===== config.mk =====
export PLATFORM = sky130hd
export DESIGN_NAME = xfer_dma
export DESIGN_NICKNAME = d
export VERILOG_FILES = /design/src/rtl/xfer_dma_pkg.sv /design/src/rtl/xfer_dma_regs.sv /design/src/rtl/xfer_dma_fsm.sv /design/src/rtl/xfer_dma.sv
export SDC_FILE = /design/constraint.sdc
export NUM_CORES = 1
export LEC_CHECK = 0
export ABC_AREA = 0
export BUFFER_PORTS_ARGS = -buffer_cell sky130_fd_sc_hd__buf_2
export CELL_PAD_IN_SITES_DETAIL_PLACEMENT = 1
export CELL_PAD_IN_SITES_GLOBAL_PLACEMENT = 1
export CORE_ASPECT_RATIO = 1.2
export CORE_MARGIN = 2
export CORE_UTILIZATION = 25
export CTS_CLUSTER_DIAMETER = 120
export DETAILED_ROUTE_END_ITERATION = 8
export HOLD_SLACK_MARGIN = 0.03
export PLACE_DENSITY_LB_ADDON = 0.1
export SLEW_MARGIN = 40
export SYNTH_ARGS = -nofsm -noshare
export SYNTH_HDL_FRONTEND = slang
export SYNTH_SLANG_ARGS = --single-unit
export TNS_END_PERCENT = 50

===== constraint.sdc =====
create_clock -name clk -period 3.04 [get_ports clk]
set_input_delay 0.608 -clock clk [delete_from_list [all_inputs] [get_ports clk]]
set_output_delay 0.608 -clock clk [all_outputs]
set_load 0.01 [all_outputs]

===== src/rtl/xfer_dma_pkg.sv =====
package xfer_dma_pkg;
  typedef enum logic [2:0] {
    ST_IDLE,
    ST_ASK,
    ST_READ,
    ST_WRITE,
    ST_REL
  } xfer_st_e;

  localparam logic [1:0] SEL_SRC = 2'd0;
  localparam logic [1:0] SEL_DST = 2'd1;
  localparam logic [1:0] SEL_CNT = 2'd2;
endpackage


===== src/rtl/xfer_dma_regs.sv =====
module xfer_dma_regs
  import xfer_dma_pkg::*;
#(
  parameter int AW = 16,
  parameter int CW = 4
) (
  input  logic          clk,
  input  logic          rst,
  input  logic          busy,
  input  logic          cfg_we,
  input  logic [1:0]    cfg_sel,
  input  logic [AW-1:0] cfg_wdata,
  output logic [AW-1:0] src_q,
  output logic [AW-1:0] dst_q,
  output logic [CW-1:0] cnt_q
);
  always_ff @(posedge clk) begin
    if (rst) begin
      src_q <= '0;
      dst_q <= '0;
      cnt_q <= '0;
    end else if (cfg_we && !busy) begin
      case (cfg_sel)
        SEL_SRC: src_q <= cfg_wdata;
        SEL_DST: dst_q <= cfg_wdata;
        SEL_CNT: cnt_q <= cfg_wdata[CW-1:0];
        default: ;
      endcase
    end
  end


  cfg_lock_chk: assert property (@(posedge clk) disable iff (rst)
    (cfg_we && busy) |=> ($stable(src_q) && $stable(dst_q) && $stable(cnt_q)));
endmodule


===== src/rtl/xfer_dma_fsm.sv =====
module xfer_dma_fsm
  import xfer_dma_pkg::*;
#(
  parameter int AW = 16,
  parameter int DW = 8,
  parameter int CW = 4
) (
  input  logic          clk,
  input  logic          rst,
  input  logic          per_req,
  input  logic          bus_gnt,
  input  logic [AW-1:0] src_q,
  input  logic [AW-1:0] dst_q,
  input  logic [CW-1:0] cnt_q,
  input  logic [DW-1:0] bus_rdata,
  output logic          busy,
  output logic          per_ack,
  output logic          bus_req,
  output logic          bus_oe,
  output logic          bus_rd,
  output logic          bus_wr,
  output logic [AW-1:0] bus_addr,
  output logic [DW-1:0] bus_wdata,
  output logic          done
);
  localparam logic [CW-1:0] ONE = CW'(1);

  xfer_st_e      st, st_nx;
  logic          armed;
  logic [CW-1:0] left;
  logic [AW-1:0] dptr;
  logic          last_word;

  assign busy      = (st != ST_IDLE);
  assign last_word = (left == ONE);

  always_comb begin
    st_nx = st;
    unique case (st)
      ST_IDLE:  if (per_req && armed) st_nx = ST_ASK;
      ST_ASK:   if (bus_gnt) st_nx = ST_READ;
      ST_READ:  st_nx = ST_WRITE;
      ST_WRITE: st_nx = last_word ? ST_REL : ST_READ;
      ST_REL:   if (!bus_gnt) st_nx = ST_IDLE;
      default:  st_nx = ST_IDLE;
    endcase
  end

  always_ff @(posedge clk) begin
    if (rst) begin
      st        <= ST_IDLE;
      armed     <= 1'b1;
      left      <= '0;
      dptr      <= '0;
      done      <= 1'b0;
      bus_req   <= 1'b0;
      per_ack   <= 1'b0;
      bus_oe    <= 1'b0;
      bus_rd    <= 1'b0;
      bus_wr    <= 1'b0;
      bus_addr  <= '0;
      bus_wdata <= '0;
    end else begin
      st <= st_nx;
      if (st == ST_ASK && bus_gnt) armed <= 1'b0;
      else if (!per_req)           armed <= 1'b1;

      if (st == ST_IDLE && st_nx == ST_ASK) begin
        dptr <= dst_q;
        left <= (cnt_q == '0) ? ONE : cnt_q;
        done <= 1'b0;
      end else if (st == ST_WRITE) begin
        dptr <= dptr + AW'(1);
        left <= left - ONE;
        if (last_word) done <= 1'b1;
      end

      bus_req   <= (st_nx == ST_ASK) || (st_nx == ST_READ) || (st_nx == ST_WRITE);
      per_ack   <= (st_nx == ST_READ) || (st_nx == ST_WRITE);
      bus_oe    <= (st_nx == ST_READ) || (st_nx == ST_WRITE);
      bus_rd    <= (st_nx == ST_READ);
      bus_wr    <= (st_nx == ST_WRITE);
      bus_addr  <= (st_nx == ST_READ)  ? src_q :
                   (st_nx == ST_WRITE) ? dptr  : '0;
      bus_wdata <= (st_nx == ST_WRITE) ? bus_rdata : '0;
    end
  end


  drive_gnt_chk: assert property (@(posedge clk) disable iff (rst)
    bus_oe |-> bus_gnt);

  ack_after_gnt_chk: assert property (@(posedge clk) disable iff (rst)
    $rose(per_ack) |-> $past(bus_gnt));

  wr_after_rd_chk: assert property (@(posedge clk) disable iff (rst)
    $rose(bus_wr) |-> $past(bus_rd));

  release_chk: assert property (@(posedge clk) disable iff (rst)
    $fell(bus_req) |-> ($fell(per_ack) && !bus_oe));

  req_hold_chk: assert property (@(posedge clk) disable iff (rst)
    $fell(bus_req) |-> $past(bus_wr));

  done_rise_chk: assert property (@(posedge clk) disable iff (rst)
    $rose(done) |-> $fell(bus_req));
endmodule


===== src/rtl/xfer_dma.sv =====
module xfer_dma
  import xfer_dma_pkg::*;
#(
  parameter int AW = 16,
  parameter int DW = 8,
  parameter int CW = 4
) (
  input  logic          clk,
  input  logic          rst,
  input  logic          cfg_we,
  input  logic [1:0]    cfg_sel,
  input  logic [AW-1:0] cfg_wdata,
  input  logic          per_req,
  output logic          per_ack,
  output logic          bus_req,
  input  logic          bus_gnt,
  output logic          bus_oe,
  output logic          bus_rd,
  output logic          bus_wr,
  output logic [AW-1:0] bus_addr,
  output logic [DW-1:0] bus_wdata,
  input  logic [DW-1:0] bus_rdata,
  output logic          done
);
  logic          busy;
  logic [AW-1:0] src_q, dst_q;
  logic [CW-1:0] cnt_q;

  xfer_dma_regs #(.AW(AW), .CW(CW)) u_regs (
    .clk(clk), .rst(rst), .busy(busy),
    .cfg_we(cfg_we), .cfg_sel(cfg_sel), .cfg_wdata(cfg_wdata),
    .src_q(src_q), .dst_q(dst_q), .cnt_q(cnt_q)
  );

  xfer_dma_fsm #(.AW(AW), .DW(DW), .CW(CW)) u_fsm (
    .clk(clk), .rst(rst), .per_req(per_req), .bus_gnt(bus_gnt),
    .src_q(src_q), .dst_q(dst_q), .cnt_q(cnt_q), .bus_rdata(bus_rdata),
    .busy(busy), .per_ack(per_ack), .bus_req(bus_req), .bus_oe(bus_oe),
    .bus_rd(bus_rd), .bus_wr(bus_wr), .bus_addr(bus_addr),
    .bus_wdata(bus_wdata), .done(done)
  );


  reset_quiet_chk: assert property (@(posedge clk)
    $past(rst) |-> (!bus_req && !per_ack && !bus_oe && !done));
endmodule


==> impl_metrics.json <==
{
  "portBuffers": 60,
  "synth_compound_area_frac": 0.155,
  "fin_skew_ns": 0.00623,
  "yosysMostFrequentCell": "dfxtp_1",
  "std_cell_rows": 47,
  "synth.yosys.warnings": 0,
  "gp_congestion": 0.701,
  "nets": 456,
  "synth_top_area_frac": 0.509,
  "tightest_slew_ns": 0.803,
  "tns_ns": 0,
  "cp.required_ns": 3.31,
  "die_h_um": 134,
  "post_cts_buffers": 0,
  "routed_wl_mm": 10.1,
  "die_w_um": 112,
  "die_area_um2": 15000,
  "synth_edf_count": 0,
  "antenna_cells": 0,
  "crit_start": "u_fsm.st[1]",
  "cp_data_arrival_time_ns": 2.36,
  "initial_core_util": 0.255,
  "irDropWorstVdd_mv": 0.184,
  "vias": 2908,
  "outcome": "finished clean",
  "path_class": "reg2reg",
  "synth-xor-area-share": 0.0100,
  "antenna_found_initial": 0,
  "antenna_left": 0,
  "slew_headroom": 0.465,
  "power.density_nw_per_um2": 602,
  "placedInstanceArea_um2": 3940,
  "synth-seq-cells": 89,
  "cts-root-buf": "clkbuf_16",
  "p_leak_nw": 1.79,
  "r2r_slack_ns": 0.94,
  "syn_to_final_growth_pct": 20.5,
  "synth_commonest_cells": "89 x dfxtp_1, 46 x nand2_1, 30 x nor2_1, 29 x a21oi_1, 20 x mux2i_1",
  "insertion_delay_ns": 0.34,
  "overflow": 0,
  "r2r-end": "u_fsm.dptr[12]",
  "hold_viol_final": 0,
  "synth_top_area_cell": "dfxtp_1",
  "grt_first_pass_wirelength_mm": 16.5,
  "fin_area_um2": 4220,
  "grt_max_degree": 57,
  "pre_cts_ws_ns": 0.870,
  "period_minus_slack_ns": 2.10,
  "dr.pass1.iters": 4,
  "rsz0062_at_grt": "false",
  "period_share": 0.690,
  "drt-vias-per-instance": 4.87,
  "synthArstFlopShare": 0,
  "fin_ws_ns": 0.942,
  "reg2reg_from": "u_fsm.st[1]",
  "htreeDepth": 3,
  "final_core_utilization": 0.307,
  "layout-drive-gt1-share": 0.218,
  "num-fill-cells": 1628,
  "drv_cap": 0,
  "hp-class": "reg2reg",
  "ys.flop_type": "dfxtp_1",
  "syn_nets": 402,
  "cts_tree": "yes",
  "multi_input_area_um2": 1560,
  "synth_mux_area_frac": 0.0571,
  "synth.avg_cell_area_um2": 9.52,
  "synthCells": 368,
  "io_pins": 61,
  "first_iter_violations": 120,
  "grt_usage": 0.141,
  "regArea_um2": 1780,
  "wl_per_cell_um": 16.9,
  "worstPathMaxFanout": 10,
  "hold_buffers": 0,
  "design.core.area_um2": 13800,
  "synth-seq-area-share": 0.509,
  "reg2reg_depth": 4,
  "numCtsBuffers": 9,
  "synthTopCellsByArea": "dfxtp_1 51%, mux2i_1 5.7%, nand2_1 4.9%",
  "finalSetupViolCount": 0,
  "synthSimpleGateAreaFrac": 0.211,
  "clock_path_buffers": 2,
  "max_freq_mhz": 477,
  "holdCritStartpoint": "u_regs.src_q[5]",
  "clk_pin_slew_ns": 0.06,
  "endpoint_kind": "flop",
  "setup.worst_path.end": "u_fsm.dptr[12]",
  "place_hpwl_mm": 6.71,
  "yosys.area_share.adder": 0.0107,
  "synth_cell_types": 54,
  "maxSlewViolCount": 0,
  "worst_setup_path_start_kind": "flop",
  "drc": 0,
  "syn_area_um2": 3500,
  "post_cts_resized": 0,
  "synth_top_family_by_area": "simple AND/OR/NAND/NOR gates",
  "clock-sinks": 89,
  "first_global_vias": 2981
}
-- power breakdown --
part / switching (mW) / internal [mW]
combinational: 0.148 / 0.0862
clock: 0.451 / 0.616
sequential: 0.0329 / 1.21
total: 0.632 / 1.91
-- metal layers --
layer | GRT usage | up-vias | part of all wire
met4 | 0.0562 | 0 | 0.018
met2 | 0.231 | 45 | 0.49
met3 | 0.0255 | 12 | 0.028
met5 | 0 | - | 0
li1 | - | 1430 | -
met1 | 0.185 | 1421 | 0.47
-- per-stage QoR --
| step | hold slack, ns | power [mW] | cells |
|---|---|---|---|
| after floorplan | 0.436 | 1.41 | 368 |
| after global placement | 0.441 | 1.50 | 582 |
| after detailed placement | 0.450 | 1.51 | 582 |
| after CTS | 0.452 | 2.60 | 597 |
| after global routing | 0.479 | 2.67 | 597 |
| final | 0.456 | 2.54 | 597 |
-- cell usage in the layout (no fill, tap or decap), types with 7 or more instances in the layout --
cell type	instances
nand2_1	46
clkbuf_16	9
mux2i_1	20
and3_1	13
dfxtp_1	89
buf_2	60
a22o_1	16
a31oi_1	10
nand3_1	7
a21oi_1	29
nor2_1	29
buf_4	8
-- critical path: stages, from the launching register on --
cell and delay (ns):
dfxtp_1 0.50, nand3b_1 0.33, or4_1 0.68, or3_1 0.34
a31oi_1 0.17
-- area by class of cell --
class / instances / share of cell area
clock buffers: 13 / 0.0640
multi-input cells: 247 / 0.369
flip-flops and latches: 89 / 0.422
repair buffers: 68 / 0.0854
clock inverters: 2 / 0.00296
well taps: 171 / 0.0507
inverters: 7 / 0.00622
-- logic make-up (layout without fill, tap and decap cells) --
kind of cell,Yosys count,in the layout
XOR/XNOR,4,4
flip-flops,89,89
adder cells (fa/ha/maj),3,3
buffers and inverters,32,90
multiplexers,20,20
AO/OA/AOI/OAI,81,81
AND/OR/NAND/NOR,139,139
-- worst min-delay path by stage --
stage                          to  slack, ns  depth (start not counted)
6_report          u_regs.src_q[5]       0.46                          2
2_1_floorplan     u_regs.src_q[0]       0.44                          2
3_5_place_dp      u_regs.src_q[4]       0.45                          2
4_1_cts        u_fsm.bus_wdata[7]       0.45                          2
3_3_place_gp      u_regs.src_q[4]       0.44                          2
5_1_grt        u_fsm.bus_wdata[7]       0.48                          2
-- sequential cells by signal, summed over array words and instances, names as in the netlist --
register / count
u_fsm.armed: 1
u_fsm.bus_addr: 16
u_fsm.bus_rd: 1
u_fsm.bus_req: 1
u_fsm.bus_wdata: 8
u_fsm.bus_wr: 1
u_fsm.done: 1
u_fsm.dptr: 16
u_fsm.left: 4
u_fsm.per_ack: 1
u_fsm.st: 3
u_regs.cnt_q: 4
u_regs.dst_q: 16
u_regs.src_q: 16
No activity file was read; power rests on OpenSTA's default activity.
